File: src/rtl/sgi_pkg.sv
package sgi_pkg;
  typedef enum logic [1:0] {
    FLT_LIST   = 2'd0,
    FLT_OTHERS = 2'd1,
    FLT_SELF   = 2'd2,
    FLT_RSVD   = 2'd3
  } flt_mode_e;

  localparam int SGI_ID_LSB = 0;
  localparam int TGT_LSB    = 16;
  localparam int MODE_LSB   = 24;
endpackage

File: src/rtl/sgi_field_decode.sv
module sgi_field_decode
  import sgi_pkg::*;
#(
  parameter int NUM_CPUS = 8,
  parameter int DATA_W   = 32,
  parameter int SGI_W    = 4,
  localparam int BE_W    = DATA_W / 8
) (
  input  logic                wr_en,
  input  logic [BE_W-1:0]     wr_be,
  input  logic [DATA_W-1:0]   wr_data,
  output logic                accept,
  output logic [SGI_W-1:0]    sgi_id,
  output logic [NUM_CPUS-1:0] tgt_list,
  output flt_mode_e           mode
);
  assign accept   = wr_en && (&wr_be);
  assign sgi_id   = wr_data[SGI_ID_LSB +: SGI_W];
  assign tgt_list = wr_data[TGT_LSB +: NUM_CPUS];
  assign mode     = flt_mode_e'(wr_data[MODE_LSB +: 2]);

  logic unused_fields;
  assign unused_fields = ^wr_data;
endmodule

File: src/rtl/sgi_target_calc.sv
module sgi_target_calc
  import sgi_pkg::*;
#(
  parameter int NUM_CPUS = 8,
  localparam int IDX_W   = (NUM_CPUS > 1) ? $clog2(NUM_CPUS) : 1,
  localparam int CNT_W   = $clog2(NUM_CPUS + 1)
) (
  input  flt_mode_e           mode,
  input  logic [NUM_CPUS-1:0] tgt_list,
  input  logic [IDX_W-1:0]    req_cpu,
  input  logic [CNT_W-1:0]    online_cnt,
  output logic [NUM_CPUS-1:0] req_oh,
  output logic [NUM_CPUS-1:0] online_mask,
  output logic [NUM_CPUS-1:0] targets
);
  function automatic logic [NUM_CPUS-1:0] mask_below(input logic [CNT_W-1:0] cnt);
    logic [NUM_CPUS-1:0] m;
    for (int i = 0; i < NUM_CPUS; i++) m[i] = (i < int'(cnt));
    return m;
  endfunction

  function automatic logic [NUM_CPUS-1:0] one_hot(input logic [IDX_W-1:0] idx);
    logic [NUM_CPUS-1:0] m;
    for (int i = 0; i < NUM_CPUS; i++) m[i] = (int'(idx) == i);
    return m;
  endfunction

  assign req_oh      = one_hot(req_cpu);
  assign online_mask = mask_below(online_cnt);

  always_comb begin
    unique case (mode)
      FLT_LIST:   targets = tgt_list & online_mask;
      FLT_OTHERS: targets = online_mask & ~req_oh;
      FLT_SELF:   targets = req_oh & online_mask;
      default:    targets = '0;
    endcase
  end
endmodule

File: src/rtl/sgi_pulse_reg.sv
module sgi_pulse_reg #(
  parameter int NUM_CPUS = 8,
  parameter int SGI_W    = 4
) (
  input  logic                clk,
  input  logic                rst_n,
  input  logic                load,
  input  logic [NUM_CPUS-1:0] targets,
  input  logic [SGI_W-1:0]    sgi_id,
  input  logic [NUM_CPUS-1:0] req_oh,
  output logic [NUM_CPUS-1:0] set_valid,
  output logic [SGI_W-1:0]    set_sgi,
  output logic [NUM_CPUS-1:0] set_src
);
  logic fire;
  assign fire = load && (|targets);

  always_ff @(posedge clk) begin
    if (!rst_n || !fire) begin
      set_valid <= '0;
      set_sgi   <= '0;
      set_src   <= '0;
    end else begin
      set_valid <= targets;
      set_sgi   <= sgi_id;
      set_src   <= req_oh;
    end
  end
endmodule

File: src/rtl/sgi_dispatch.sv
module sgi_dispatch
  import sgi_pkg::*;
#(
  parameter int NUM_CPUS = 8,
  parameter int DATA_W   = 32,
  parameter int SGI_W    = 4,
  localparam int BE_W    = DATA_W / 8,
  localparam int IDX_W   = (NUM_CPUS > 1) ? $clog2(NUM_CPUS) : 1,
  localparam int CNT_W   = $clog2(NUM_CPUS + 1)
) (
  input  logic                clk,
  input  logic                rst_n,
  input  logic                wr_en,
  input  logic [BE_W-1:0]     wr_be,
  input  logic [DATA_W-1:0]   wr_data,
  input  logic [IDX_W-1:0]    req_cpu,
  input  logic [CNT_W-1:0]    online_cnt,
  output logic [DATA_W-1:0]   rd_data,
  output logic [NUM_CPUS-1:0] set_valid,
  output logic [SGI_W-1:0]    set_sgi,
  output logic [NUM_CPUS-1:0] set_src
);
  logic                wr_accept;
  logic [SGI_W-1:0]    sgi_id;
  logic [NUM_CPUS-1:0] tgt_list;
  flt_mode_e           mode;
  logic [NUM_CPUS-1:0] req_oh;
  logic [NUM_CPUS-1:0] online_mask;
  logic [NUM_CPUS-1:0] targets;

  assign rd_data = '0;

  sgi_field_decode #(.NUM_CPUS(NUM_CPUS), .DATA_W(DATA_W), .SGI_W(SGI_W)) u_fields (
    .wr_en    (wr_en),
    .wr_be    (wr_be),
    .wr_data  (wr_data),
    .accept   (wr_accept),
    .sgi_id   (sgi_id),
    .tgt_list (tgt_list),
    .mode     (mode)
  );

  sgi_target_calc #(.NUM_CPUS(NUM_CPUS)) u_calc (
    .mode        (mode),
    .tgt_list    (tgt_list),
    .req_cpu     (req_cpu),
    .online_cnt  (online_cnt),
    .req_oh      (req_oh),
    .online_mask (online_mask),
    .targets     (targets)
  );

  sgi_pulse_reg #(.NUM_CPUS(NUM_CPUS), .SGI_W(SGI_W)) u_pulse (
    .clk       (clk),
    .rst_n     (rst_n),
    .load      (wr_accept),
    .targets   (targets),
    .sgi_id    (sgi_id),
    .req_oh    (req_oh),
    .set_valid (set_valid),
    .set_sgi   (set_sgi),
    .set_src   (set_src)
  );
endmodule

File: config.mk
export PLATFORM = sky130hd
export DESIGN_NAME = sgi_dispatch
export DESIGN_NICKNAME = d
export VERILOG_FILES = /design/src/rtl/sgi_pkg.sv /design/src/rtl/sgi_field_decode.sv /design/src/rtl/sgi_target_calc.sv /design/src/rtl/sgi_pulse_reg.sv /design/src/rtl/sgi_dispatch.sv
export SDC_FILE = /design/constraint.sdc
export NUM_CORES = 1
export LEC_CHECK = 0
export CELL_PAD_IN_SITES_DETAIL_PLACEMENT = 1
export CELL_PAD_IN_SITES_GLOBAL_PLACEMENT = 1
export CORE_MARGIN = 2
export CORE_UTILIZATION = 41
export DETAILED_ROUTE_END_ITERATION = 8
export DONT_BUFFER_PORTS = 1
export MAX_ROUTING_LAYER = met4
export PLACE_DENSITY = 0.78
export SYNTH_ARGS = -nofsm -noshare
export SYNTH_HDL_FRONTEND = slang
export SYNTH_SLANG_ARGS = --single-unit
File: constraint.sdc
create_clock -name clk -period 2.2 [get_ports clk]
set_clock_uncertainty 0.15 [all_clocks]
set_input_delay 0 -clock clk [delete_from_list [all_inputs] [get_ports clk]]
set_output_delay 0 -clock clk [all_outputs]
set_load 0.02 [all_outputs]
==> run summary, run 1 <==
Register bit total from synthesis -> 20
Mapped cell area -> 1200 um^2
Worst Path Class, Setup -> in -> reg
Sw power -> 0.000239 W
Hold/Removal Path Class -> in -> reg
Synth Warn # -> 0
Setup crit start -> req_cpu[2]
Post-layout util -> 56.8%
First-pass GRT wire length -> 4800 um
Top cells by area, synth -> dfxtp_1 (33%), buf_4 (20%), and3_1 (6.8%)
Grt ovf -> 0
Vias in the first global route -> 1035
Detailed Routing Iterations Pass 1 -> 6
DR WL/cell -> 16.1 um
Number of top-level pins -> 98
Leak pwr -> 0.761 nW
Max_cap viols -> 0
CP max FO -> 8
Cell taking the most area after synthesis -> dfxtp_1
Post-synth top flop -> dfxtp_1
DR DRC count -> 0
Yosys top cell area share -> 33.4%
FFs w/ async S/R, synth -> 0%
Syn-to-layout area delta -> 30.6%
Slew Viols, Final -> 0
Startpoint Class -> input pin
Routed Antenna Nets -> 0
Sequential fraction of the synthesis area -> 33.4%
Setup_tns -> 0 ps
Initial Util -> 43.5%
WL final -> 3340 um
Layout cells sized above 1 -> 11.9%
Unrepaired setup endpoints after global routing -> no
Nets -> 226
Tmin final -> 2140 ps
Maximum clock rate -> 0.467 GHz
Outcome -> completed
TritonCTS Buffers -> 3
Worst setup path endpoint -> u_pulse.set_sgi[0]
Non-filler instance count after layout -> 207
Comb pwr share -> 27.1%
Fin Hold WS -> 8.07 ps
Number of flops mapped to enable cells by yosys -> 0
# H-tree levels -> 1
Clock Tree Root -> clkbuf_4
Design Area, Final -> 1570 um^2
Clock Sink Count -> 20
Clock-pin slew on the worst setup and hold paths -> 110 ps
Die outline width -> 58.1 um
Vias -> 1039
Worst path arrival time -> 2180 ps
Most common cell after layout, fill and taps aside -> dlygate4sd3_1
Placed Instances -> 165
DIE AREA -> 3380 um^2
Switch share -> 30.2%
DR vias/cell -> 5.02
Final worst-path cycle share -> 97.2%
Dpl cell area -> 1110 um^2
Min-delay src -> wr_data[19]
Pwr dens -> 505 nW/um^2
Largest net degree at the start of global routing -> 14
Hpwl dp -> 1970 um
Setup Viol. Count Final -> 0
Clk pwr share -> 26.7%
Initial antenna violation count -> 0
CP Capture Type -> flip-flop
CTS tree -> built
Total Routing Usage GR -> 19.3%
Unique cell type count in the Yosys netlist -> 28
Final hold viol count -> 0
Register share of total power -> 46.2%
ANT cells -> 0
CORE AREA -> 2760 um^2
Max Root-Sink Buffers -> 2
Placement row count -> 19
Max rail drop VDD -> 461 uV
I/O Buffers -> 0
Syn_area_per_cell -> 8.76 um^2
Data required, critical path -> 2240 ps
Placer's final routability congestion estimate -> 0.763
Die Ht -> 58.1 um
Commonest cells after routing, fill and taps aside -> dlygate4sd3_1 (33), conb_1 (32), dfxtp_1 (20)
Mapped Cells -> 137
Starting DRT DRC Count -> 9
Internal power -> 0.000552 W
power by group through the flow:
| stage | Sequential, W | Combinational, W | Clock (W) |
|---|---|---|---|
| final | 0.000365 | 0.000214 | 0.000211 |
| after global routing | 0.000366 | 0.000231 | 0.000226 |
| after CTS | 0.000365 | 0.000188 | 0.000207 |
| after detailed placement | 0.000374 | 0.000148 | 0 |
| after global placement | 0.000374 | 0.000142 | 0 |
| after floorplan | 0.000374 | 0.000171 | 0 |
per-stage QoR:
stage,setup slack (ps),total power (W)
2_1_floorplan,512,0.000544
3_3_place_gp,404,0.000516
3_5_place_dp,320,0.000522
4_1_cts,10.9,0.000759
5_1_grt,9.07,0.000823
6_report,60.6,0.000790
how the worst min path moves through the flow:
stage | endpoint | depth (start not counted) | slack (ps)
4_1_cts | u_pulse.set_valid[3] | 3 | 4
6_report | u_pulse.set_valid[3] | 3 | 8
3_3_place_gp | u_pulse.set_sgi[1] | 1 | -4
2_1_floorplan | u_pulse.set_sgi[0] | 1 | -4
3_5_place_dp | u_pulse.set_sgi[0] | 1 | 0.9
5_1_grt | u_pulse.set_valid[3] | 3 | 20
state kept, by name, indices dropped and copies added (netlist names):
signal,flops
u_pulse.set_valid,8
u_pulse.set_src,8
u_pulse.set_sgi,4
synth_stat cells (4+ instances only):
master and n:
buf_4 32, a21oi_1 6, inv_1 6, dfxtp_1 20
nor3_1 6, and3_1 13, mux2i_1 8, nand2_1 5
nor3b_1 4
kinds of logic after synthesis:
logic type	Yosys count	synth area share, %
other	1	0.313
and+or+nand+nor	51	26.7
AOI/OAI and AO/OA	12	6.47
buffers and inverters	42	23.4
adders and majority gates	3	3.13
muxes	8	6.67
DFF	20	33.4
final cells by class:
| cell class | count | area [um^2] |
|---|---|---|
| tap | 31 | 38.8 |
| clock buffer | 4 | 36.3 |
| multi-input combinational | 106 | 679 |
| sequential | 20 | 400 |
| fill | 333 | 1190 |
| timing repair buffer | 40 | 389 |
| inverter | 6 | 22.5 |
layer usage:
layer  track usage (%)  vias to the layer above  routed length, um
li1                  -                      487                  -
met1              18.5                      497               1200
met2              38.1                       49               1870
met3              4.69                        6                230
met4              4.32                        0                 47
met5                 -                        -                  0
worst max-delay path, cell delays in order:
cell           delay (ps)
nand3b_1              160
dlygate4sd3_1         650
mux2i_1               160
a32oi_1               160
nand4_1               160
buf_6                 170
and3_1                170
dlygate4sd3_1         550
what timing repair did:
action / in CTS / in global routing
gates resized for setup: 0 / 11
hold buffers: 36 / 0
hold endpoints to repair: 20 / 0
buffers inserted: 0 / 3
setup endpoints to repair: 0 / 7
No activity file was read; power rests on OpenSTA's default activity.
==> run 2, diff against run 1 <==
--- a/config.mk
+++ b/config.mk
@@ -7,6 +7,8 @@
 export LEC_CHECK = 0
+export ABC_AREA = 1
 export CELL_PAD_IN_SITES_DETAIL_PLACEMENT = 1
 export CELL_PAD_IN_SITES_GLOBAL_PLACEMENT = 1
+export CORE_ASPECT_RATIO = 0.7
 export CORE_MARGIN = 2
-export CORE_UTILIZATION = 41
+export CORE_UTILIZATION = 40
 export DETAILED_ROUTE_END_ITERATION = 8
--- a/constraint.sdc
+++ b/constraint.sdc
@@ -4,2 +4,2 @@
 set_output_delay 0 -clock clk [all_outputs]
-set_load 0.02 [all_outputs]
+set_load 0.01 [all_outputs]
==> run summary, run 2 <==
Clock-pin slew on the worst setup and hold paths -> 80 ps
Final hold viol count -> 0
Most frequent cell after synthesis -> buf_4
Placer's final routability congestion estimate -> 0.805
Synth top cells by count -> buf_4 (33), nand2_1 (29), nor2_1 (22), dfxtp_1 (20), nand3_1 (14)
TritonCTS Buffers -> 3
CORE AREA -> 3150 um^2
Setup Viol. Count Final -> 0
Tmin final -> 2050 ps
Die Ht -> 52.1 um
Clock Tree Root -> clkbuf_8
First-pass GRT wire length -> 4950 um
Yosys top cell area share -> 30.3%
Hold/Removal Path Class -> in -> reg
Max rail drop VDD -> 377 uV
FFs w/ async S/R, synth -> 0%
Cell taking the most area after synthesis -> dfxtp_1
Leak pwr -> 0.676 nW
CP delay by family, top -> buffers and inverters
Mapped Cells -> 179
Die outline width -> 72.7 um
CP Capture Type -> flip-flop
DR vias/cell -> 4.61
DIE AREA -> 3780 um^2
Post-layout util -> 45.9%
Setup crit start -> online_cnt[1]
WL final -> 3170 um
Pwr dens -> 633 nW/um^2
Number of flops mapped to enable cells by yosys -> 0
I/O Buffers -> 0
Worst-case headroom to the max-slew limit -> 61.5%
Worst-path cell chain -> dlygate4sd3_1 > inv_1 > nand3_1 > dlygate4sd3_1 > nand2_1 > nor2_1 > nand2_1 > nand2_1 > nor2_1 > nand2_1 > nand2_4 > nor2_1
Post-synth top flop -> dfxtp_1
Clock Sink Count -> 20
Total Routing Usage GR -> 18.0%
Layout cells sized above 1 -> 13.9%
Data required, critical path -> 2190 ps
CTS tree -> built
ANT cells -> 0
Mapped cell area -> 1320 um^2
Grt ovf -> 0
Initial Util -> 41.9%
CP dominant cell by count -> nand2_1
DR DRC count -> 0
Min-delay src -> wr_be[1]
Routed Antenna Nets -> 0
Seq. cell area -> 400 um^2
Startpoint Class -> input pin
Largest net degree at the start of global routing -> 21
Initial antenna violation count -> 0
Design Area, Final -> 1450 um^2
Top cells by area, synth -> dfxtp_1 (30%), buf_4 (19%), nand2_1 (8.2%)
Max Root-Sink Buffers -> 2
Fill cells -> 399
Slew of the pin with the lowest slew margin -> 578 ps
Multi-input logic area -> 659 um^2
Setup bufs post-CTS -> 0
Outcome -> completed
Crit-path slowest cell -> dlygate4sd3_1
Max_cap viols -> 0
Number of top-level pins -> 98
Register bit total from synthesis -> 20
Vias in the first global route -> 1070
Hold-critical path depth -> 4
Syn_area_per_cell -> 7.37 um^2
Hold Crit Endpoint -> u_pulse.set_valid[7]
Hpwl dp -> 2250 um
Slew Viols, Final -> 0
Setup_tns -> 0 ps
Largest regs -> u_pulse.set_src: 8 flops, u_pulse.set_valid: 8 flops, u_pulse.set_sgi: 4 flops
Syn-to-layout area delta -> 9.48%
Unique cell type count in the Yosys netlist -> 22
Worst Path Buf+Inv -> 3
Placement row count -> 17
Final worst-path cycle share -> 93.2%
Detailed Routing Iterations Pass 1 -> 4
DR WL/cell -> 13.7 um
Vias -> 1069
Most common cell after layout, fill and taps aside -> conb_1
Commonest cells after routing, fill and taps aside -> conb_1 (32), nand2_1 (29), nor2_1 (22)
Starting DRT DRC Count -> 20
CP max FO -> 20
Synth Warn # -> 0
Sequential fraction of the synthesis area -> 30.3%
Nets -> 244
Dpl cell area -> 1160 um^2
Worst Path Class, Setup -> in -> reg
Worst path max stage delay -> 560 ps
Worst path arrival time -> 2040 ps
Maximum clock rate -> 0.487 GHz
# H-tree levels -> 1
[run 2: cell types whose count changed in the layout (fill, tap and decap cells not counted), moves of 8 or more]
cell	previous run	this run
and3_1	13	0
dlygate4sd3_1	33	19
mux2i_1	8	0
nand2_1	5	29
nand3_1	3	14
nor2_1	3	22
nor2_2	0	12
[run 2: per-stage QoR]
stage	setup slack, ps	instances	power [W]	hold slack [ps]
after floorplan	769	210	0.000544	-23.5
after global placement	393	208	0.000498	-19.5
after detailed placement	300	208	0.000504	-19.3
after CTS	60.6	232	0.000915	16.5
after global routing	-1.19	232	0.000961	30.9
final	149	232	0.000914	8.13
[run 2: worst min-delay path, stage by stage]
cell and delay, ps:
nand2_1 40, nor2_1 60, nand2_4 230, nor2_2 40
[run 2: cells by family after synthesis]
| logic type | count (synthesis) | synth area share (%) |
|---|---|---|
| AOI/OAI and AO/OA | 6 | 2.27 |
| adders and majority gates | 3 | 2.84 |
| buffers and inverters | 55 | 28.9 |
| DFF | 20 | 30.3 |
| other | 1 | 0.284 |
| and+or+nand+nor | 94 | 35.4 |
[run 2: what timing repair did]
action | in CTS | in global routing
setup endpoints to repair | 0 | 20
resized for setup | 0 | 3
hold buffers | 20 | 0
hold endpoints to repair | 20 | 0
[run 2: per-layer routing]
layer / track usage (%) / vias up / part of all wire, %
met1: 21.1 / 481 / 43
met3: 4.46 / 11 / 6.6
met2: 30.0 / 54 / 48
li1: - / 523 / -
met5: - / - / 0
met4: 7.10 / 0 / 2.8
[run 2: worst max path at each step]
stage                           end  cells after the start  slack, ps
6_report         u_pulse.set_src[4]                     12        150
5_1_grt          u_pulse.set_src[3]                     12         -1
4_1_cts          u_pulse.set_src[4]                     12         60
3_5_place_dp     u_pulse.set_src[4]                     11        300
3_3_place_gp   u_pulse.set_valid[5]                     11        390
2_1_floorplan  u_pulse.set_valid[6]                     13        770
[run 2: power breakdown]
part / internal (W) / total [W] / switching, W
sequential: 0.000363 / 0.000364 / 0.00000117
clock: 0.000243 / 0.000365 / 0.000123
combinational: 0.0000649 / 0.000184 / 0.000120
total: 0.000671 / 0.000914 / 0.000243
[run 2: layout make-up]
class                      instances  share of cell area (%)
tap                               38                    3.29
sequential                        20                    27.7
clock buffer                       3                    2.86
multi-input combinational        135                    45.6
inverter                          15                    4.42
clock inverter                     1                    2.08
timing repair buffer              20                    14.0
==> run 3, diff against run 2 <==
- CORE_UTILIZATION: 40 -> 42
- CTS_BUF_LIST: default -> sky130_fd_sc_hd__clkbuf_8
- PLACE_DENSITY: 0.78 -> 0.81
==> run summary, run 3 (synthesis gave the netlist of run 2 again) <==
Max_cap viols -> 0
Worst path arrival time -> 2120 ps
Maximum clock rate -> 0.482 GHz
Tmin final -> 2080 ps
Max Root-Sink Buffers -> 2
Nets -> 243
Startpoint Class -> input pin
ANT cells -> 0
Worst-case headroom to the max-slew limit -> 58.5%
Layout cells sized above 1 -> 14.0%
Switch share -> 26.8%
Comb pwr share -> 20.4%
Total Routing Usage GR -> 20.4%
TritonCTS Buffers -> 3
Slew Viols, Final -> 0
DR DRC count -> 0
Max rail drop VDD -> 476 uV
Setup bufs post-CTS -> 0
Fin Hold WS -> 3.30 ps
Vias -> 1090
DIE AREA -> 3610 um^2
DR vias/cell -> 4.76
Outcome -> completed
Sw power -> 0.000245 W
Starting DRT DRC Count -> 38
Power, Total -> 0.000914 W
I/O Buffers -> 0
Initial antenna violation count -> 0
Hpwl dp -> 2300 um
Setup_tns -> 0 ps
Largest regs -> u_pulse.set_src: 8 flops, u_pulse.set_valid: 8 flops, u_pulse.set_sgi: 4 flops
Clock-pin slew on the worst setup and hold paths -> 70 ps
Clk pwr share -> 39.7%
Grt ovf -> 0
Leak pwr -> 0.685 nW
Die outline width -> 71.0 um
CP Capture Type -> flip-flop
Clock Tree Root -> clkbuf_8
Initial Util -> 45.5%
Design Area, Final -> 1430 um^2
Detailed Routing Iterations Pass 1 -> 4
Dpl cell area -> 1160 um^2
Slew of the pin with the lowest slew margin -> 623 ps
Clock Sink Count -> 20
Syn-to-layout area delta -> 8.53%
Most common cell after layout, fill and taps aside -> conb_1
Worst Path Class, Setup -> in -> reg
Min setup slack post-route -> 123 ps
Register share of total power -> 39.9%
Commonest cells after routing, fill and taps aside -> conb_1 (32), nand2_1 (29), nor2_1 (22)
Unrepaired setup endpoints after global routing -> no
Final hold viol count -> 0
CORE AREA -> 2900 um^2
WL final -> 3530 um
Pwr dens -> 638 nW/um^2
Routed Antenna Nets -> 0
Data required, critical path -> 2240 ps
Vias in the first global route -> 1107
Internal power -> 0.000669 W
CP max FO -> 2
Setup Viol. Count Final -> 0
Dpl ws -> 346 ps
Placement row count -> 16
Placer's final routability congestion estimate -> 0.815
# H-tree levels -> 1
Number of top-level pins -> 98
CTS tree -> built
DR WL/cell -> 15.4 um
Hold/Removal Path Class -> in -> reg
Die Ht -> 50.9 um
First-pass GRT wire length -> 5390 um
Final worst-path cycle share -> 94.4%
Largest net degree at the start of global routing -> 21
-- run 3: worst max-delay path, stage by stage --
cell,delay (ps)
dlygate4sd3_1,550
nand2_1,60
dlygate4sd3_1,560
a21oi_1,180
nand2_1,90
dlygate4sd3_1,550
nor2_1,120
-- run 3: stage by stage --
stage / cells / util, %
after floorplan: 210 / -
after global placement: 206 / 40.0
after detailed placement: 206 / 40.0
after CTS: 229 / 49.0
after global routing: 229 / 49.4
final: 229 / 49.4
-- run 3: layout make-up --
class / count / area [um^2]
timing repair buffer: 19 / 195
sequential: 20 / 400
inverter: 15 / 61.3
clock buffer: 3 / 41.3
clock inverter: 1 / 30.0
fill: 395 / 1470
tap: 36 / 45.0
multi-input combinational: 135 / 659
-- run 3: what timing repair did --
item                                   4_1_cts  5_1_grt
setup endpoints to repair                    0       20
resized for setup                            0        3
hold buffers                                19        0
endpoints found under the hold margin       20        0
-- run 3: path summary, 6_finish.rpt --
path  slack, ps          start              endpoint  cells after the start
max         120  online_cnt[0]  u_pulse.set_valid[2]                      7
min           3       wr_be[1]    u_pulse.set_sgi[0]                      4
-- run 3: per-layer routing --
layer	vias to the layer above	part of all wire, %	track usage (%)
li1	521	-	-
met1	505	40	22.8
met2	62	51	36.9
met3	2	8.5	6.31
met4	0	0.60	3.14
met5	-	0	-
-- run 3: power by group through the flow --
stage	Sequential [W]	Clock [W]	Combinational [W]
2_1_floorplan	0.000373	0	0.000171
3_3_place_gp	0.000373	0	0.000126
3_5_place_dp	0.000373	0	0.000131
4_1_cts	0.000364	0.000366	0.000174
5_1_grt	0.000364	0.000385	0.000206
6_report	0.000364	0.000363	0.000187
